### src/rtl/mcd_pkg.sv
// Shared types for the clock divider chain.
// Assumes: pre-divider encoding is fixed by the configuration field.
package mcd_pkg;

    typedef enum logic [1:0] {
        PRE_OFF    = 2'b00,
        PRE_DIV2   = 2'b01,
        PRE_DIV2P5 = 2'b10,
        PRE_DIV3   = 2'b11
    } pre_mode_e;

    // Pre-divider counter width: covers the longest cycle (5 ticks).
    localparam int PRE_CNT_W = 3;

endpackage

### src/rtl/mcd_src_mux.sv
// Source selector: picks one of three tick enables.
// Assumes: all sources are single-cycle enables in the clk domain.
module mcd_src_mux (
    input  logic xtal_tick,
    input  logic pll1_tick,
    input  logic pll2_tick,
    input  logic use_pll,
    input  logic pll_pick,
    output logic src_tick
);

    // Select crystal, or one of the PLLs when the internal source is chosen.
    always_comb begin
        if (!use_pll)
            src_tick = xtal_tick;
        else if (pll_pick)
            src_tick = pll2_tick;
        else
            src_tick = pll1_tick;
    end

endmodule

### src/rtl/mcd_pre_div.sv
// Pre-divider: divides the source tick stream by 2, 2.5 or 3.
// The 2.5 ratio fires on the 2nd and 5th tick of each group of five.
// Assumes: clear is raised for the off mode and on any reprogramming.
module mcd_pre_div
    import mcd_pkg::*;
(
    input  logic      clk,
    input  logic      rst_n,
    input  logic      clear,
    input  logic      tick_in,
    input  pre_mode_e mode,
    output logic      tick_out
);

    logic [PRE_CNT_W-1:0] cnt;
    logic [PRE_CNT_W-1:0] last;
    logic                 fire;

    // Decode the wrap point and firing positions for the active mode.
    always_comb begin
        unique case (mode)
            PRE_DIV2: begin
                last = PRE_CNT_W'(1);
                fire = (cnt == PRE_CNT_W'(1));
            end
            PRE_DIV2P5: begin
                last = PRE_CNT_W'(4);
                fire = (cnt == PRE_CNT_W'(1)) || (cnt == PRE_CNT_W'(4));
            end
            PRE_DIV3: begin
                last = PRE_CNT_W'(2);
                fire = (cnt == PRE_CNT_W'(2));
            end
            default: begin
                last = '0;
                fire = 1'b0;
            end
        endcase
    end

    assign tick_out = tick_in && fire && !clear;

    // Advance the position counter on each source tick, wrapping at the mode limit.
    always_ff @(posedge clk) begin
        if (!rst_n)
            cnt <= '0;
        else if (clear)
            cnt <= '0;
        else if (tick_in)
            cnt <= (cnt == last) ? '0 : cnt + PRE_CNT_W'(1);
    end

endmodule

### src/rtl/mcd_mod_counter.sv
// Modulo counter stage: passes every (limit+1)-th input tick.
// Assumes: limit is held stable between clears.
module mcd_mod_counter #(
    parameter int CNT_W = 7
) (
    input  logic             clk,
    input  logic             rst_n,
    input  logic             clear,
    input  logic             tick_in,
    input  logic [CNT_W-1:0] limit,
    output logic             tick_out
);

    logic [CNT_W-1:0] cnt;

    assign tick_out = tick_in && (cnt == limit) && !clear;

    // Count input ticks and wrap at the programmed terminal value.
    always_ff @(posedge clk) begin
        if (!rst_n)
            cnt <= '0;
        else if (clear)
            cnt <= '0;
        else if (tick_in)
            cnt <= (cnt == limit) ? '0 : cnt + CNT_W'(1);
    end

endmodule

### src/rtl/mcd_clock_chain.sv
// Top of the divider chain: source select, fractional pre-divide,
// integer N divide for the master clock, /2 or /4 for the serial clock.
// Outputs are registered, so they appear one cycle after the source tick.
// Assumes: configuration inputs come from a register in the same domain.
module mcd_clock_chain
    import mcd_pkg::*;
#(
    parameter int MDIV_W = 7
) (
    input  logic              clk,
    input  logic              rst_n,
    input  logic              xtal_tick,
    input  logic              pll1_tick,
    input  logic              pll2_tick,
    input  logic              master_en,
    input  logic              use_pll,
    input  logic              pll_pick,
    input  logic [1:0]        pre_sel,
    input  logic [MDIV_W-1:0] mdiv,
    input  logic              sclk_quarter,
    output logic              mclk_tick,
    output logic              sclk_tick,
    output logic              mclk_out,
    output logic              sclk_out
);

    localparam int CFG_W   = MDIV_W + 6;
    localparam int SDIV_W  = 2;
    localparam int N_OUTS  = 2;

    logic [CFG_W-1:0]  cfg_now;
    logic [CFG_W-1:0]  cfg_q;
    logic              cfg_changed;
    logic              running;
    logic              clear;
    logic              src_tick;
    logic              pre_tick;
    logic              mclk_pulse;
    logic              sclk_pulse;
    logic [MDIV_W-1:0] n_limit;
    logic [SDIV_W-1:0] s_limit;
    logic [N_OUTS-1:0] pulse;
    logic [N_OUTS-1:0] tick_q;
    logic [N_OUTS-1:0] tog_q;

    assign cfg_now     = {master_en, use_pll, pll_pick, pre_sel, mdiv, sclk_quarter};
    assign cfg_changed = (cfg_now != cfg_q);
    assign running     = master_en && (pre_mode_e'(pre_sel) != PRE_OFF);
    assign clear       = cfg_changed || !running;

    // Remember the last configuration to detect reprogramming.
    always_ff @(posedge clk) begin
        if (!rst_n)
            cfg_q <= '0;
        else
            cfg_q <= cfg_now;
    end

    // Map the divisor fields onto terminal counts.
    always_comb begin
        n_limit = (mdiv <= MDIV_W'(1)) ? '0 : mdiv - MDIV_W'(1);
        s_limit = sclk_quarter ? SDIV_W'(3) : SDIV_W'(1);
    end

    mcd_src_mux u_src (
        .xtal_tick (xtal_tick),
        .pll1_tick (pll1_tick),
        .pll2_tick (pll2_tick),
        .use_pll   (use_pll),
        .pll_pick  (pll_pick),
        .src_tick  (src_tick)
    );

    mcd_pre_div u_pre (
        .clk      (clk),
        .rst_n    (rst_n),
        .clear    (clear),
        .tick_in  (src_tick),
        .mode     (pre_mode_e'(pre_sel)),
        .tick_out (pre_tick)
    );

    mcd_mod_counter #(.CNT_W(MDIV_W)) u_ndiv (
        .clk      (clk),
        .rst_n    (rst_n),
        .clear    (clear),
        .tick_in  (pre_tick),
        .limit    (n_limit),
        .tick_out (mclk_pulse)
    );

    mcd_mod_counter #(.CNT_W(SDIV_W)) u_sdiv (
        .clk      (clk),
        .rst_n    (rst_n),
        .clear    (clear),
        .tick_in  (mclk_pulse),
        .limit    (s_limit),
        .tick_out (sclk_pulse)
    );

    assign pulse = {sclk_pulse, mclk_pulse};

    // One registered pulse and one toggled level per output clock.
    for (genvar i = 0; i < N_OUTS; i++) begin : g_out
        logic tick_r;
        logic tog_r;

        // Register the pulse and flip the level on each pulse; restart forces low.
        always_ff @(posedge clk) begin
            if (!rst_n) begin
                tick_r <= 1'b0;
                tog_r  <= 1'b0;
            end else if (clear) begin
                tick_r <= 1'b0;
                tog_r  <= 1'b0;
            end else begin
                tick_r <= pulse[i];
                if (pulse[i])
                    tog_r <= ~tog_r;
            end
        end

        assign tick_q[i] = tick_r;
        assign tog_q[i]  = tog_r;
    end

    assign mclk_tick = tick_q[0];
    assign sclk_tick = tick_q[1];
    assign mclk_out  = tog_q[0];
    assign sclk_out  = tog_q[1];

endmodule

### config.mk
export PLATFORM = sky130hd
export DESIGN_NAME = mcd_clock_chain
export DESIGN_NICKNAME = d
export VERILOG_FILES = /design/src/rtl/mcd_pkg.sv /design/src/rtl/mcd_src_mux.sv /design/src/rtl/mcd_pre_div.sv /design/src/rtl/mcd_mod_counter.sv /design/src/rtl/mcd_clock_chain.sv
export SDC_FILE = /design/constraint.sdc
export NUM_CORES = 1
export LEC_CHECK = 0
export BUFFER_PORTS_ARGS = -buffer_cell sky130_fd_sc_hd__buf_2
export CORE_ASPECT_RATIO = 0.8
export CORE_MARGIN = 3
export CORE_UTILIZATION = 40
export DETAILED_ROUTE_END_ITERATION = 10
export SETUP_SLACK_MARGIN = 0.5
export SYNTH_ARGS = -nofsm -noshare
export SYNTH_HDL_FRONTEND = slang
export SYNTH_SLANG_ARGS = --single-unit
### constraint.sdc
create_clock -name clk -period 2.56 [get_ports clk]
set_input_delay 0.128 -clock clk [delete_from_list [all_inputs] [get_ports clk]]
set_output_delay 0.128 -clock clk [all_outputs]
set_load 0.05 [all_outputs]
==> run_results.csv <==
group,metric,value,unit
clock_tree,clk_latency,0.28,ns
clock_tree,clockBufferDepth,2,
place,dpl.hpwl,2680,um
global_route,track_usage,16.3,%
place,port_buffers,21,
sta,setup_violations,0,
sta,tightestPinTransition,0.599,ns
critical_path,cp.required,2.77,ns
drt,drt-initial-drc-count,62,
sta,min_period_over_period,82.7,%
critical_path,rrSetupSlack,0.44,ns
layout,final_cell_mix,"26 x dfxtp_1, 20 x xnor2_1, 20 x buf_2, 17 x nor2_1, 13 x and2_1",
drt,dr.pass1.iters,4,
layout,final_core_util,51.7,%
clock_tree,cts_hold_buffers,0,
layout,regArea,587,um^2
run_status,status,"completed",
synth,synth-async-reset-ratio,0,%
layout,nNetsFinal,238,
critical_path,cp.arrival,2.32,ns
clock_tree,root_buffer,"clkbuf_8",
drt,wire_per_inst,14.1,um
sta,setup_tns,0,ns
clock_tree,cts_buffers,5,
synth,synth_edf_count,0,
drt,ant_nets,0,
sta,hold_viol,0,
global_route,grt_overflow,0,
drt,vias_per_cell,5.25,
sta,grt_setup_unrepaired,"true",
sta,max-slew-margin-rel,58.9,%
critical_path,end_kind,"flop",
floorplanning,boundaryPins,22,
floorplanning,core-area,0.00395,mm^2
power_and_ir_drop,vdd_drop_max,0.344,mV
synth,netlist_instances,189,
layout,n_fill_cell,394,
synth,synthesis.area,0.00170,mm^2
clock_tree,h-tree-depth,2,
job,drv_cap,0,
power_and_ir_drop,powerDensity,526,mW/mm^2
synth,synth_nets,214,
place,place_congestion,0.836,
layout,diodes,0,
synth,yosysUniqueCellTypes,46,
sta,drv_slew,0,
layout,drive_above_1_share,25.7,%
layout,final_common_cell,"dfxtp_1",
global_route,grt_pass1_wl,6500,um
min_path,hp-class,"in2reg",
global_route,antenna_found_initial,0,
sta,fmax,472,MHz
synth,syn_area_per_cell,9.01,um^2
floorplanning,rows,20,
clock_tree,cts_tree,"yes",
drt,drc,0,
critical_path,worst-path-max-fanout,2,
global_route,first_global_vias,1363,
drt,num_vias,1411,
synth,synthFlopType,"dfxtp_1",
layout,multi_input_area,0.00109,mm^2
floorplanning,start_util,43.1,%
critical_path,startpoint_type,"flop",
synth,yosysWarnings,0,
floorplanning,die_w,79.0,um
drt,drt_wl_total,3800,um
sta,period_needed,2.12,ns
synth,ys_ff_latch,29,
layout,area_growth,20.1,%
clock_tree,cts.sinks,29,
floorplanning,dieArea,0.00508,mm^2
global_route,grt_max_degree,16,
clock_tree,clkTransAtPathRegs,0.06,ns
critical_path,crit_type,"reg2reg",
floorplanning,die_h,64.4,um
power_and_ir_drop,p_leak,0.728,nW
sta,fin_skew,0.00683,ns
synth,yosysSeqAreaShare,34.1,%
==> final cells by class <==
class,instances,area share [%]
timing repair buffer,26,7.10
multi-input combinational,141,53.3
inverter,10,1.84
tap,55,3.37
sequential,29,28.7
clock inverter,1,1.47
clock buffer,7,4.22
==> cell families (layout without fill, tap and decap cells) <==
group | Yosys count | in the layout | share of synthesized area (%)
xor gates and xnor gates | 26 | 26 | 13.4
buffers and inverters | 19 | 44 | 5.29
adders and majority gates | 7 | 7 | 5.14
AOI/OAI and AO/OA | 29 | 29 | 11.0
DFF | 29 | 29 | 34.1
muxes | 3 | 3 | 1.84
and+or+nand+nor | 76 | 76 | 29.2
==> sequential cells by signal, summed over array words and instances (netlist names) <==
| signal | cells |
|---|---|
| u_ndiv.cnt | 7 |
| cfg_q | 13 |
| mclk_out | 1 |
| sclk_tick | 1 |
| mclk_tick | 1 |
| u_sdiv.cnt | 2 |
| u_pre.cnt | 3 |
| sclk_out | 1 |
==> worst paths after layout <==
kind                   endpoint  cells past startpoint     startpoint
setup / recovery  u_sdiv.cnt[1]                      7       cfg_q[9]
hold / removal        cfg_q[12]                      2      master_en
setup reg to reg  u_sdiv.cnt[1]                      7       cfg_q[9]
hold reg to reg       sclk_tick                      2  u_sdiv.cnt[0]
==> cell usage after synthesis (all sizes together), types with 2 or more instances <==
| cell type | number | area [um^2] |
|---|---|---|
| dfxtp | 29 | 581 |
| buf | 8 | 48.8 |
| xnor2 | 21 | 184 |
| nor4b | 3 | 38.8 |
| or4 | 2 | 22.5 |
| nand4b | 4 | 41.3 |
| ha | 7 | 87.6 |
| mux2i | 2 | 20.0 |
| o21ai | 6 | 30.0 |
| o2111ai | 2 | 17.5 |
| nand4 | 2 | 12.5 |
| o22ai | 2 | 12.5 |
| and2 | 13 | 81.3 |
| nor3 | 3 | 15.0 |
| xor2 | 5 | 43.8 |
| nand2 | 6 | 22.5 |
| nand2b | 4 | 25.0 |
| nor2 | 17 | 63.8 |
| nand3 | 7 | 40.0 |
| a21oi | 6 | 30.0 |
| inv | 10 | 37.5 |
| or3 | 2 | 12.5 |
| nor4 | 5 | 61.3 |
| nand3b | 3 | 22.5 |
| a31oi | 4 | 25.0 |
| nor3b | 3 | 22.5 |
==> where the power goes <==
group / internal [mW] / switching (mW)
clock: 0.317 / 0.173
sequential: 0.461 / 0.00460
combinational: 0.0529 / 0.0663
==> per-stage QoR <==
step	total power [mW]	instance area [um^2]	setup slack, ns	hold WS [ns]	instances
after floorplan	0.559	1700	0.539	0.250	189
after global placement	0.586	1830	0.272	0.350	257
after detailed placement	0.589	1830	0.185	0.353	257
after CTS	1.08	2020	0.474	0.0684	269
after global routing	1.12	2040	0.305	0.0738	269
final	1.07	2040	0.442	0.0848	269
==> critical path: stages (launching register included) <==
cell and delay, ns:
dfxtp_1 0.31, xnor2_1 0.14, nand4_1 0.16, nor4_4 0.36
o2111ai_2 0.17, nand4b_1 0.24, or4b_1 0.53, a21oi_1 0.14
==> repair_timing <==
action / in CTS / in global routing
buffers inserted: 4 / 0
pin swaps: 2 / 3
resized for setup: 11 / 6
endpoints found under the setup margin: 11 / 11
==> routing by layer <==
metal  GRT usage (%)  routed length (um)  vias to the layer above  part of all wire (%)
li1                -                   -                      708                     -
met1            22.2                1910                      662                    50
met2            24.5                1640                       34                    43
met3            4.51                 181                        7                   4.8
met4            5.79                  66                        0                   1.7
met5               0                   0                        -                     0
Note: power is estimated with default switching activity, not from simulation.
